`config.mk`:
```
export PLATFORM = sky130hd
export DESIGN_NAME = rnd_word_reg
export DESIGN_NICKNAME = d
export VERILOG_FILES = /design/src/rtl/rnd_word_pkg.sv /design/src/rtl/rnd_word_fsm.sv /design/src/rtl/rnd_word_store.sv /design/src/rtl/rnd_word_reg.sv
export SDC_FILE = /design/constraint.sdc
export NUM_CORES = 1
export LEC_CHECK = 0
export CAP_MARGIN = 20
export CORE_ASPECT_RATIO = 0.6
export CORE_MARGIN = 10
export CORE_UTILIZATION = 55
export CTS_CLUSTER_SIZE = 8
export DETAILED_ROUTE_END_ITERATION = 10
export DONT_BUFFER_PORTS = 1
export HOLD_SLACK_MARGIN = 0.05
export PLACE_DENSITY = 0.7
export SLEW_MARGIN = 20
export SYNTH_ARGS = -nofsm -noshare
export SYNTH_HDL_FRONTEND = slang
export SYNTH_SLANG_ARGS = --single-unit
```
`constraint.sdc`:
```
create_clock -name clk_i -period 1.1 [get_ports clk_i]
set_input_delay 0.055 -clock clk_i [delete_from_list [all_inputs] [get_ports clk_i]]
set_output_delay 0.055 -clock clk_i [all_outputs]
set_load 0.005 [all_outputs]
```
`src/rtl/rnd_word_pkg.sv`:
```
package rnd_word_pkg;
  typedef enum logic [0:0] {
    ST_FETCH = 1'b0,
    ST_HOLD  = 1'b1
  } rnd_state_e;
endpackage

```
`src/rtl/rnd_word_fsm.sv`:
```
module rnd_word_fsm
  import rnd_word_pkg::*;
(
  input  logic clk_i,
  input  logic rst_ni,
  input  logic rd_i,
  input  logic ack_i,
  output logic capture_o,
  output logic consume_o,
  output logic valid_o,
  output logic req_o
);
  rnd_state_e state_q, state_d;

  always_comb begin
    state_d   = state_q;
    capture_o = 1'b0;
    consume_o = 1'b0;
    unique case (state_q)
      ST_FETCH: if (ack_i) begin
        capture_o = 1'b1;
        state_d   = ST_HOLD;
      end
      ST_HOLD: if (rd_i) begin
        consume_o = 1'b1;
        state_d   = ST_FETCH;
      end
      default: state_d = ST_FETCH;
    endcase
  end

  always_ff @(posedge clk_i or negedge rst_ni) begin
    if (!rst_ni) state_q <= ST_FETCH;
    else         state_q <= state_d;
  end

  assign valid_o = (state_q == ST_HOLD);
  assign req_o   = (state_q == ST_FETCH);


  fill_on_ack_chk: assert property (@(posedge clk_i) disable iff (!rst_ni)
    (req_o && ack_i) |=> (valid_o && !req_o));

  read_empties_chk: assert property (@(posedge clk_i) disable iff (!rst_ni)
    (valid_o && rd_i) |=> (!valid_o && req_o));

  req_held_chk: assert property (@(posedge clk_i) disable iff (!rst_ni)
    (req_o && !ack_i) |=> req_o);
endmodule

```
`src/rtl/rnd_word_store.sv`:
```
module rnd_word_store #(
  parameter int unsigned DW = 32
) (
  input  logic          clk_i,
  input  logic          rst_ni,
  input  logic          capture_i,
  input  logic          consume_i,
  input  logic [DW-1:0] data_i,
  input  logic          fips_i,
  output logic [DW-1:0] data_o,
  output logic          fips_o
);
  logic [DW-1:0] data_q, data_d;
  logic          fips_q, fips_d;
  logic          load_en;

  assign load_en = capture_i | consume_i;

  always_comb begin
    data_d = data_q;
    fips_d = fips_q;
    if (capture_i) begin
      data_d = data_i;
      fips_d = fips_i;
    end else if (consume_i) begin
      data_d = '0;
      fips_d = 1'b0;
    end
  end

  always_ff @(posedge clk_i or negedge rst_ni) begin
    if (!rst_ni) begin
      data_q <= '0;
      fips_q <= 1'b0;
    end else if (load_en) begin
      data_q <= data_d;
      fips_q <= fips_d;
    end
  end

  assign data_o = data_q;
  assign fips_o = fips_q;


  hold_stable_chk: assert property (@(posedge clk_i) disable iff (!rst_ni)
    !(capture_i || consume_i) |=> ($stable(data_o) && $stable(fips_o)));

  flag_capture_chk: assert property (@(posedge clk_i) disable iff (!rst_ni)
    capture_i |=> (fips_o == $past(fips_i)));
endmodule

```
`src/rtl/rnd_word_reg.sv`:
```
module rnd_word_reg #(
  parameter int unsigned DW = 32
) (
  input  logic          clk_i,
  input  logic          rst_ni,
  input  logic          rd_i,
  output logic [DW-1:0] rdata_o,
  output logic [1:0]    status_o,
  output logic          ent_req_o,
  input  logic          ent_ack_i,
  input  logic [DW-1:0] ent_data_i,
  input  logic          ent_fips_i
);
  logic          capture, consume, valid;
  logic [DW-1:0] word;
  logic          flag;

  rnd_word_fsm u_fsm (
    .clk_i     (clk_i),
    .rst_ni    (rst_ni),
    .rd_i      (rd_i),
    .ack_i     (ent_ack_i),
    .capture_o (capture),
    .consume_o (consume),
    .valid_o   (valid),
    .req_o     (ent_req_o)
  );

  rnd_word_store #(.DW(DW)) u_store (
    .clk_i     (clk_i),
    .rst_ni    (rst_ni),
    .capture_i (capture),
    .consume_i (consume),
    .data_i    (ent_data_i),
    .fips_i    (ent_fips_i),
    .data_o    (word),
    .fips_o    (flag)
  );

  assign rdata_o  = valid ? word : '0;
  assign status_o = {flag & valid, valid};


  zero_when_empty_chk: assert property (@(posedge clk_i) disable iff (!rst_ni)
    !status_o[0] |-> (rdata_o == '0));

  ack_with_read_chk: assert property (@(posedge clk_i) disable iff (!rst_ni)
    (ent_req_o && ent_ack_i && rd_i) |=> (status_o[0] && rdata_o == $past(ent_data_i)));
endmodule

```
==> results of run 1 <==
cells by family (layout without fill, tap and decap cells):
family / count (synthesis) / in the layout / synth area share (%)
and+or+nand+nor: 34 / 34 / 7.590
buffers and inverters: 47 / 48 / 13.77
DFF: 34 / 34 / 47.79
muxes: 33 / 33 / 18.55
AOI/OAI and AO/OA: 34 / 34 / 12.30
worst max-delay path: stages, from the launching register on:
cell	delay [ps]
dfrtp_2	450
buf_12	170
nand2_1	100
inv_1	70
metal layers:
layer / up-vias / GRT usage, % / share of wire, %
li1: 614 / - / -
met1: 642 / 15.59 / 40
met2: 58 / 25.00 / 49
met3: 2 / 7.459 / 10
met4: 0 / 3.640 / 0.27
met5: - / 0 / 0
final timing paths:
check,end,slack [ps],depth (start not counted)
min in group asynchronous,u_store.data_o[12],220,2
worst max-delay path,rdata_o[5],-20,3
worst max register to register,u_store.data_o[12],0,3
max in group asynchronous,u_fsm.valid_o,690,2
worst min-delay path,u_store.data_o[26],-110,1
worst min register to register,u_store.fips_o,530,1
state kept, by name, indices dropped and copies added (netlist names):
signal	cells
u_store.data_o	32
u_fsm.valid_o	1
u_store.fips_o	1
area by class of cell:
class,count,share of cell area [%]
tap,42,2.586
inverter,32,5.911
clock buffer,7,3.756
multi-input combinational,101,38.05
timing repair buffer,9,7.759
sequential,34,41.93
power by group:
group	internal [mW]	switching, mW
combinational	0.431	0.441
sequential	1.47	0.139
clock	0.435	0.398
total	2.33	0.978
timing repair:
item / 4_1_cts / 5_1_grt
setup buffers: 2 / 0
setup endpoints to repair: 34 / 54
cloned: 2 / 0
hold endpoints to repair: 68 / 34
resized for setup: 6 / 26
cell usage in the layout (no fill, tap or decap):
| cell type | count |
|---|---|
| o2bb2ai_2 | 2 |
| and2_4 | 2 |
| mux2i_1 | 33 |
| clkbuf_1 | 2 |
| buf_4 | 3 |
| bufbuf_16 | 2 |
| o22ai_2 | 9 |
| dlygate4sd3_1 | 1 |
| dfrtp_2 | 1 |
| dfrtp_1 | 33 |
| inv_2 | 13 |
| a21o_1 | 1 |
| nor2b_2 | 1 |
| nand2_1 | 26 |
| clkbuf_8 | 5 |
| inv_1 | 19 |
| o22ai_1 | 22 |
| nand2_2 | 5 |
| buf_12 | 3 |
per-stage QoR:
step / total power [mW] / utilization [%]
floorplan: 2.152 / -
global placement: 2.206 / 58.87
detailed placement: 2.260 / 58.87
CTS: 3.255 / 65.45
global route: 3.499 / 68.09
finish: 3.312 / 68.09
==> reports/metrics.yaml, run 1 <==
floorplanning:
  ios: 72
  rows: 15
  coreArea_mm2: 0.002984
  die_h_um: 64.07
  dieArea_mm2: 0.005987
  die_w_um: 93.45
  start_util_pct: 59.66
routing:
  drtIter0Drc: 54
  antenna_left: 0
  viasPerCell: 5.849
  vias: 1316
  wl_per_cell_um: 20.04
  drt-pass1-iter-count: 7
  remaining_drc_errors: 0
  drt_wl_total_mm: 4.508
place:
  dp_slack_ps: 92.97
  hpwl_mm: 3.137
  gp_congestion: 0.6847
  port_buffers: 0
  placed_area_mm2: 0.001757
  placedCellCount: 212
worst_setup_path:
  arrival_ps: 1070
  critPathKind: "reg -> out"
  cp-end-kind: "output pin"
  worstSetupStartpointType: "register"
  required_ps: 1040
  cp_max_fo: 18
  r2r_start: "u_fsm.valid_o"
  crit_start: "u_fsm.valid_o"
sta:
  worst_slack_ps: -22.56
  max_slew_margin_pct: 86.20
  finClkSkew_ps: 3.031
  rsz0062_at_grt: "yes"
  timing.final.crit_share_pct: 102.1
  tns_ps: -96.95
  setup-violations-final: 10
  finalMaxSlewViolations: 0
  tightest_slew_ps: 201.2
  fmax_mhz: 890.8
  period_needed_ps: 1123
  final-hold-violation-count: 32
  hold_slack_ps: -113.2
pwr:
  leakage_nw: 1.135
  power_density_mw_per_mm2: 1630
  ir_worst_vdd_mv: 0.9980
layout:
  layout.nets: 220
  diodes: 0
  area_delta_synth_final_pct: 14.13
  nFillCells: 226
  fin_area_mm2: 0.002032
  layoutNonFillerInstCount: 225
  drive_gt1_share_pct: 25.14
  multiInputGateArea_um2: 773.2
  seqCellArea_um2: 852.1
global_route:
  grt-ovfl-total: 0
  grt_max_degree: 35
  antenna_found_initial: 0
  grt_pass1_wl_mm: 7.058
  grt_util_all_layers_pct: 14.57
  grt_pass1_vias: 1421
yosys:
  synth-edff-count: 0
  ys_top_cells_by_count: "dfrtp_1, mux2i_1, inv_1"
  synthArstFlopShare_pct: 100.0
  ys.flop_type: "dfrtp_1"
  synthTopCellsByArea: "dfrtp_1, mux2i_1, o22ai_1"
  yosysMostFrequentCell: "dfrtp_1"
  synth_cells: 182
  synth_cell_types: 14
  synth.net_count: 219
  synthesis.area_mm2: 0.001780
  yosys.area.top_type_share_pct: 47.79
  ys_seq_area_share_pct: 47.79
  ys_warn_count: 0
  ys_ff_latch: 34
  synth_top_area_cell: "dfrtp_1"
  syn_area_per_cell_um2: 9.783
run:
  maxCapViolations: 0
clock_network:
  clock_sinks: 34
  ctsHoldBuffers: 2
  cts_tree: "built"
  clkLatencyLatePin_ps: 270
  cts_max_level: 2
  cts_max_path_buffers: 2
  path_clk_slew_ps: 60
  cts_made_buffers: 5
  clockRootBuffer: "clkbuf_8"
status:
  violations: "negative hold slack, negative setup slack"
  status: "complete, but fails checks"
worst_hold_path:
  hold_path_class: "in -> reg"
  hold_start: "rd_i"
Note: power is estimated with default switching activity, not from simulation.
==> run 2: changes to the inputs <==
--- a/config.mk
+++ b/config.mk
@@ -14,7 +14,9 @@
 export DONT_BUFFER_PORTS = 1
 export HOLD_SLACK_MARGIN = 0.05
 export PLACE_DENSITY = 0.7
+export SKIP_LAST_GASP = 1
 export SLEW_MARGIN = 20
 export SYNTH_ARGS = -nofsm -noshare
 export SYNTH_HDL_FRONTEND = slang
+export SYNTH_HIERARCHICAL = 1
 export SYNTH_SLANG_ARGS = --single-unit
==> reports/metrics.yaml, run 2 <==
status:
  status: "complete, but fails checks"
  violations: "negative setup slack"
pwr:
  ir_worst_vdd_mv: 0.9691  # -2.9%
  power_density_mw_per_mm2: 1597  # -2.1%
  p_sw_mw: 0.8900  # -9.0%
  combPwrFrac_pct: 25.2  # -1.1 points
  p_sw_share_pct: 27.09  # -2.5 points
  seqPwrFrac_pct: 47.9  # -0.6 points
  pwr-share-clk_pct: 27.0  # +1.8 points
  p_int_mw: 2.396  # +2.7%
  leakage_nw: 0.9750  # -14%
  power_mw: 3.286  # -0.80%
sta:
  worst_slack_ps: -81.28  # -58.72 ps
  tns_ps: -3512  # -3415 ps
  period_needed_ps: 1181  # +58.72 ps
  finClkSkew_ps: 5.486  # +2.455 ps
  finalMaxSlewViolations: 0  # unchanged
  timing.final.crit_share_pct: 107.4  # +5.3 points
  tightest_slew_ps: 195.1  # -6.095 ps
  fmax_mhz: 846.5  # -5.0%
  rsz0062_at_grt: "yes"
  final-hold-violation-count: 0  # -100%
  setup-violations-final: 66  # +56
  hold_slack_ps: 236.0  # +349.2 ps
  max_slew_margin_pct: 86.96  # +0.76 points
layout:
  layout.nets: 195  # -11%
  area_delta_synth_final_pct: 34.51
  largest_reg_flops: 32  # unchanged
  nFillCells: 143  # -37%
  drive_gt1_share_pct: 33.76  # +8.6 points
  layoutNonFillerInstCount: 189  # -16%
  final_common_cell: "dlygate4sd3_1"
  diodes: 0  # unchanged
  final_cell_mix: "dlygate4sd3_1, and2_2, a22o_1, dfrtp_1, clkbuf_8"
worst_setup_path:
  worstSetupStartpointType: "register"
  r2r_cells: 4  # +1
  crit_chain: "nor2b_4, nor2_8, buf_12, a22o_1"
  r2r_slack_ps: -80  # -80 ps
  arrival_ps: 1340  # +270 ps
  r2r_end: "u_store/data_o[28]"
  cp_top_family: "flip-flops"
  worst-path-stages: 4  # +1
  critPathKind: "reg -> reg"
  cp-end-kind: "register"
  crit_start: "u_fsm/valid_o"
  required_ps: 1260  # +220 ps
  critPathBufInv: 1  # -1
  cp_max_fo: 17  # -1
  critPathSlowestCell: "dfrtp_2"
  critical-path-max-stage-delay_ps: 440  # about the same
  r2r_start: "u_fsm/valid_o"
  cp-endpoint: "u_store/data_o[28]"
place:
  dp_slack_ps: -128.3  # -221.2 ps
  port_buffers: 0  # unchanged
  gp_congestion: 0.6877  # +0.44%
  hpwl_mm: 2.725  # -13%
  placedCellCount: 145  # -32%
clock_network:
  cts_max_path_buffers: 2  # unchanged
  cts_made_buffers: 5  # unchanged
  clock_sinks: 34  # unchanged
  clkLatencyLatePin_ps: 280  # about the same
  cts_tree: "built"
  clockRootBuffer: "clkbuf_8"
  post-cts-setup-buffer-count: 0  # -2
  path_clk_slew_ps: 70  # about the same
  cts_max_level: 2  # unchanged
yosys:
  synthArstFlopShare_pct: 100.0  # unchanged
  synth_cells: 117  # -36%
  yosysMostFrequentCell: "dfrtp_1"
  synthTopCellsByArea: "dfrtp_1, a22o_1, and2_2"
  ys.flop_type: "dfrtp_1"
  ys_ff_latch: 34  # unchanged
  ys_seq_area_share_pct: 55.60  # +7.8 points
  synthesis.area_mm2: 0.001530  # -14%
  yosys.area.top_type_share_pct: 55.60  # +7.8 points
  ys_warn_count: 6  # +6
  synth_top_area_cell: "dfrtp_1"
  synth_cell_types: 14  # unchanged
  synth-edff-count: 0  # unchanged
  ys_top_cells_by_count: "dfrtp_1, a22o_1, and2_2"
  syn_area_per_cell_um2: 13.08  # +34%
  synth.net_count: 154  # -30%
global_route:
  antenna_found_initial: 0  # unchanged
  grt-ovfl-total: 0  # unchanged
  grt_max_degree: 35  # unchanged
  grt_pass1_wl_mm: 6.568  # -6.9%
  grt_util_all_layers_pct: 16.39  # +1.8 points
  grt_pass1_vias: 1128  # -21%
floorplanning:
  coreArea_mm2: 0.002575  # -14%
  dieArea_mm2: 0.005361  # -10%
  die_w_um: 88.10  # -5.7%
  start_util_pct: 59.43  # -0.24 points
  die_h_um: 60.86  # -5.0%
  rows: 14  # -1
  ios: 72  # unchanged
routing:
  drtIter0Drc: 87  # +61%
  antenna_left: 0  # unchanged
  drt_wl_total_mm: 4.294  # -4.7%
  remaining_drc_errors: 0  # unchanged
  drt-pass1-iter-count: 4  # -3
  viasPerCell: 5.825  # -0.40%
  wl_per_cell_um: 22.72  # +13%
  vias: 1101  # -16%
run:
  maxCapViolations: 0  # unchanged
worst_hold_path:
  hold_path_class: "in -> async"
## run 2: layout make-up
cell class	instances	area, um2	share of cell area, %
sequential	34	852.1	41.40
tap	32	40.04	1.945
timing repair buffer	45	490.5	23.83
multi-input combinational	71	589.3	28.63
inverter	1	3.754	0.1824
clock buffer	6	82.58	4.012
## run 2: worst reg2reg max path, cell delays in order, from the launching register on
cell,delay (ps)
dfrtp_2,440
nor2b_4,220
nor2_8,70
buf_12,150
a22o_1,190
## run 2: what timing repair did
action	CTS	global route
pin swaps	0	2
gates resized for setup	3	0
hold buffers	37	0
cloned	0	1
setup endpoints to repair	67	67
hold endpoints to repair	68	0
## run 2: metal layers
layer	global-route usage, %	up-vias	share of wire, %
met1	20.79	554	43
met3	6.283	5	7.8
met4	7.350	0	0.84
met2	24.48	54	48
met5	0	-	0
li1	-	488	-
## run 2: power groups by stage
stage / clock network, mW / registers [mW] / logic (mW)
global placement: 0 / 1.57 / 0.622
global route: 0.939 / 1.59 / 0.898
CTS: 0.896 / 1.56 / 0.799
finish: 0.887 / 1.57 / 0.827
floorplan: 0 / 1.55 / 0.532
detailed placement: 0 / 1.57 / 0.651
## run 2: worst min-delay path by stage
stage,end,slack [ps],cells past startpoint
finish,u_store/data_o[4],240,2
detailed placement,u_store/data_o[5],-240,0
floorplan,u_fsm/valid_o,-240,0
CTS,u_store/data_o[5],220,2
global placement,u_store/data_o[1],-240,0
global route,u_store/data_o[0],260,2
## run 2: cells by family (layout without fill, tap and decap cells)
kind of cell | count (synthesis) | count (layout) | synth area share (%)
buf+inv | 12 | 52 | 6.377
compound gates | 33 | 33 | 18.89
simple gates | 38 | 38 | 19.13
flops | 34 | 34 | 55.60
## run 2: metrics by stage
stage	utilization [%]	instance area, um2
3_5_place_dp	60.50	1558
5_1_grt	79.93	2058
4_1_cts	78.96	2033
6_report	79.93	2058
3_3_place_gp	60.50	1558
2_1_floorplan	-	1531
==> run 3: changes to the inputs <==
--- a/config.mk
+++ b/config.mk
@@ -6,7 +6,6 @@
 export NUM_CORES = 1
 export LEC_CHECK = 0
 export CAP_MARGIN = 20
-export CORE_ASPECT_RATIO = 0.6
 export CORE_MARGIN = 10
 export CORE_UTILIZATION = 55
 export CTS_CLUSTER_SIZE = 8
==> reports/metrics.yaml, run 3 (synthesis gave the netlist of run 2 again) <==
status:
  status: "complete, but fails checks"
  violations: "negative setup slack"
global_route:
  grt.busiest_layer: "met2"
  grt_max_degree: 35  # unchanged
  grt_pass1_wl_mm: 6.334  # -3.6%
  grt_pass1_vias: 1181  # +4.7%
  use_met1_pct: 18.31  # -2.5 points
  grt_util_all_layers_pct: 15.15  # -1.2 points
  use_met3_pct: 5.442  # -0.84 points
  grt-ovfl-total: 0  # unchanged
  use_met2_pct: 24.08  # -0.40 points
  antenna_found_initial: 0  # unchanged
sta:
  max_slew_margin_pct: 87.09  # +0.13 points
  tns_ps: -5719  # -2207 ps
  finClkSkew_ps: 3.804  # -1.682 ps
  tightest_slew_ps: 193.2  # -1.918 ps
  period_needed_ps: 1201  # +19.72 ps
  fmax_mhz: 832.6  # -1.6%
  finalMaxSlewViolations: 0  # unchanged
  timing.final.crit_share_pct: 109.2  # +1.8 points
  worst_slack_ps: -101.0  # -19.72 ps
  rsz0062_at_grt: "yes"
  final-hold-violation-count: 0  # unchanged
  setup-violations-final: 66  # unchanged
clock_network:
  clockRootBuffer: "clkbuf_4"
  cts_max_path_buffers: 2  # unchanged
  cts_tree: "built"
  clock_sinks: 34  # unchanged
  post-cts-setup-buffer-count: 0  # unchanged
  cts_made_buffers: 5  # unchanged
  cts_max_level: 2  # unchanged
  path_clk_slew_ps: 100  # +30 ps
  clkLatencyLatePin_ps: 320  # +40 ps
layout:
  layout.nets: 196  # +0.51%
  drive_gt1_share_pct: 34.38  # +0.62 points
  final_cell_mix: "dlygate4sd3_1, and2_2, a22o_1, dfrtp_1, clkbuf_4"
  layoutNonFillerInstCount: 191  # +1.1%
  area_delta_synth_final_pct: 34.83
  final_common_cell: "dlygate4sd3_1"
  diodes: 0  # unchanged
  largest_reg_flops: 32  # unchanged
floorplanning:
  rows: 19  # +5
  coreArea_mm2: 0.002710  # +5.2%
  ios: 72  # unchanged
  die_h_um: 72.75  # +20%
  dieArea_mm2: 0.005292  # -1.3%
  die_w_um: 72.75  # -17%
  start_util_pct: 56.46  # -3.0 points
routing:
  drt_wl_total_mm: 4.008  # -6.7%
  antenna_left: 0  # unchanged
  vias: 1088  # -1.2%
  drt-pass1-iter-count: 5  # +1
  remaining_drc_errors: 0  # unchanged
  drtIter0Drc: 58  # -33%
  viasPerCell: 5.696  # -2.2%
  wl_per_cell_um: 20.98  # -7.6%
worst_setup_path:
  cp_max_fo: 8  # -9
  cp-end-kind: "register"
  arrival_ps: 1420  # +80 ps
  worstSetupStartpointType: "register"
  required_ps: 1320  # +60 ps
  critPathKind: "reg -> reg"
place:
  placedCellCount: 144  # -0.69%
  hpwl_mm: 2.584  # -5.2%
  gp_congestion: 0.6575  # -4.4%
  port_buffers: 0  # unchanged
pwr:
  ir_worst_vdd_mv: 1.102  # +14%
  power_mw: 3.114  # -5.2%
  power_density_mw_per_mm2: 1510  # -5.5%
  leakage_nw: 0.9814  # +0.66%
run:
  maxCapViolations: 0  # unchanged
worst_hold_path:
  hold_path_class: "in -> async"
[run 3: cell count changes in the layout (fill, tap and decap cells not counted), sizes merged]
| cell | before | now |
|---|---|---|
| clkinv | 0 | 1 |
| clkbuf | 7 | 9 |
[run 3: cell type report]
cell class	count	area, um2
clock inverters	1	5.005
multi-input cells	71	589.3
inverters	1	3.754
fillers	175	646.9
clock buffers	7	55.05
flip-flops and latches	34	852.1
repair buffers	46	519.2
well taps	31	38.79
[run 3: worst paths after layout]
check | from | end | slack [ps] | cells after the start
min in group clk_i | ent_ack_i | u_store/data_o[30] | 260 | 3
max reg2reg | u_fsm/valid_o | u_store/data_o[0] | -100 | 4
max | u_fsm/valid_o | u_store/data_o[0] | -100 | 4
min reg2reg | u_store/data_o[9] | u_store/data_o[9] | 500 | 1
min | rst_ni | u_store/data_o[17] | 180 | 2
max in group asynchronous | rst_ni | u_fsm/valid_o | 730 | 2
[run 3: metrics by stage]
| step | area, um2 | setup WS (ps) | utilization (%) | hold WS (ps) |
|---|---|---|---|---|
| finish | 2063 | -101.0 | 76.13 | 179.6 |
| global placement | 1556 | -79.92 | 57.43 | -239.6 |
| CTS | 2009 | -129.0 | 74.15 | 146.9 |
| global route | 2063 | -153.4 | 76.13 | 185.8 |
| detailed placement | 1556 | -122.2 | 57.43 | -239.5 |
| floorplan | 1531 | -70.22 | - | -240.6 |
[run 3: power by group]
group          internal (mW)  switching, mW
combinational          0.485          0.361
clock                  0.310          0.394
sequential              1.45          0.116
[run 3: repair_timing]
action | in CTS | in global routing
pin swaps | 0 | 1
hold endpoints to repair | 68 | 0
hold buffers | 37 | 0
gates cloned | 0 | 2
gates resized for setup | 3 | 1
endpoints found under the setup margin | 67 | 67
[run 3: worst max-delay path, stage by stage, from the launching register on]
cell and delay (ps):
dfrtp_2 460, nor2b_4 220, nor2_8 70, clkbuf_16 160, a22o_1 180
[run 3: metal layers]
| layer | vias up | share of wire (%) |
|---|---|---|
| met2 | 43 | 51 |
| met5 | - | 0 |
| met1 | 548 | 41 |
| met4 | 0 | 0.87 |
| met3 | 5 | 7.4 |
| li1 | 492 | - |
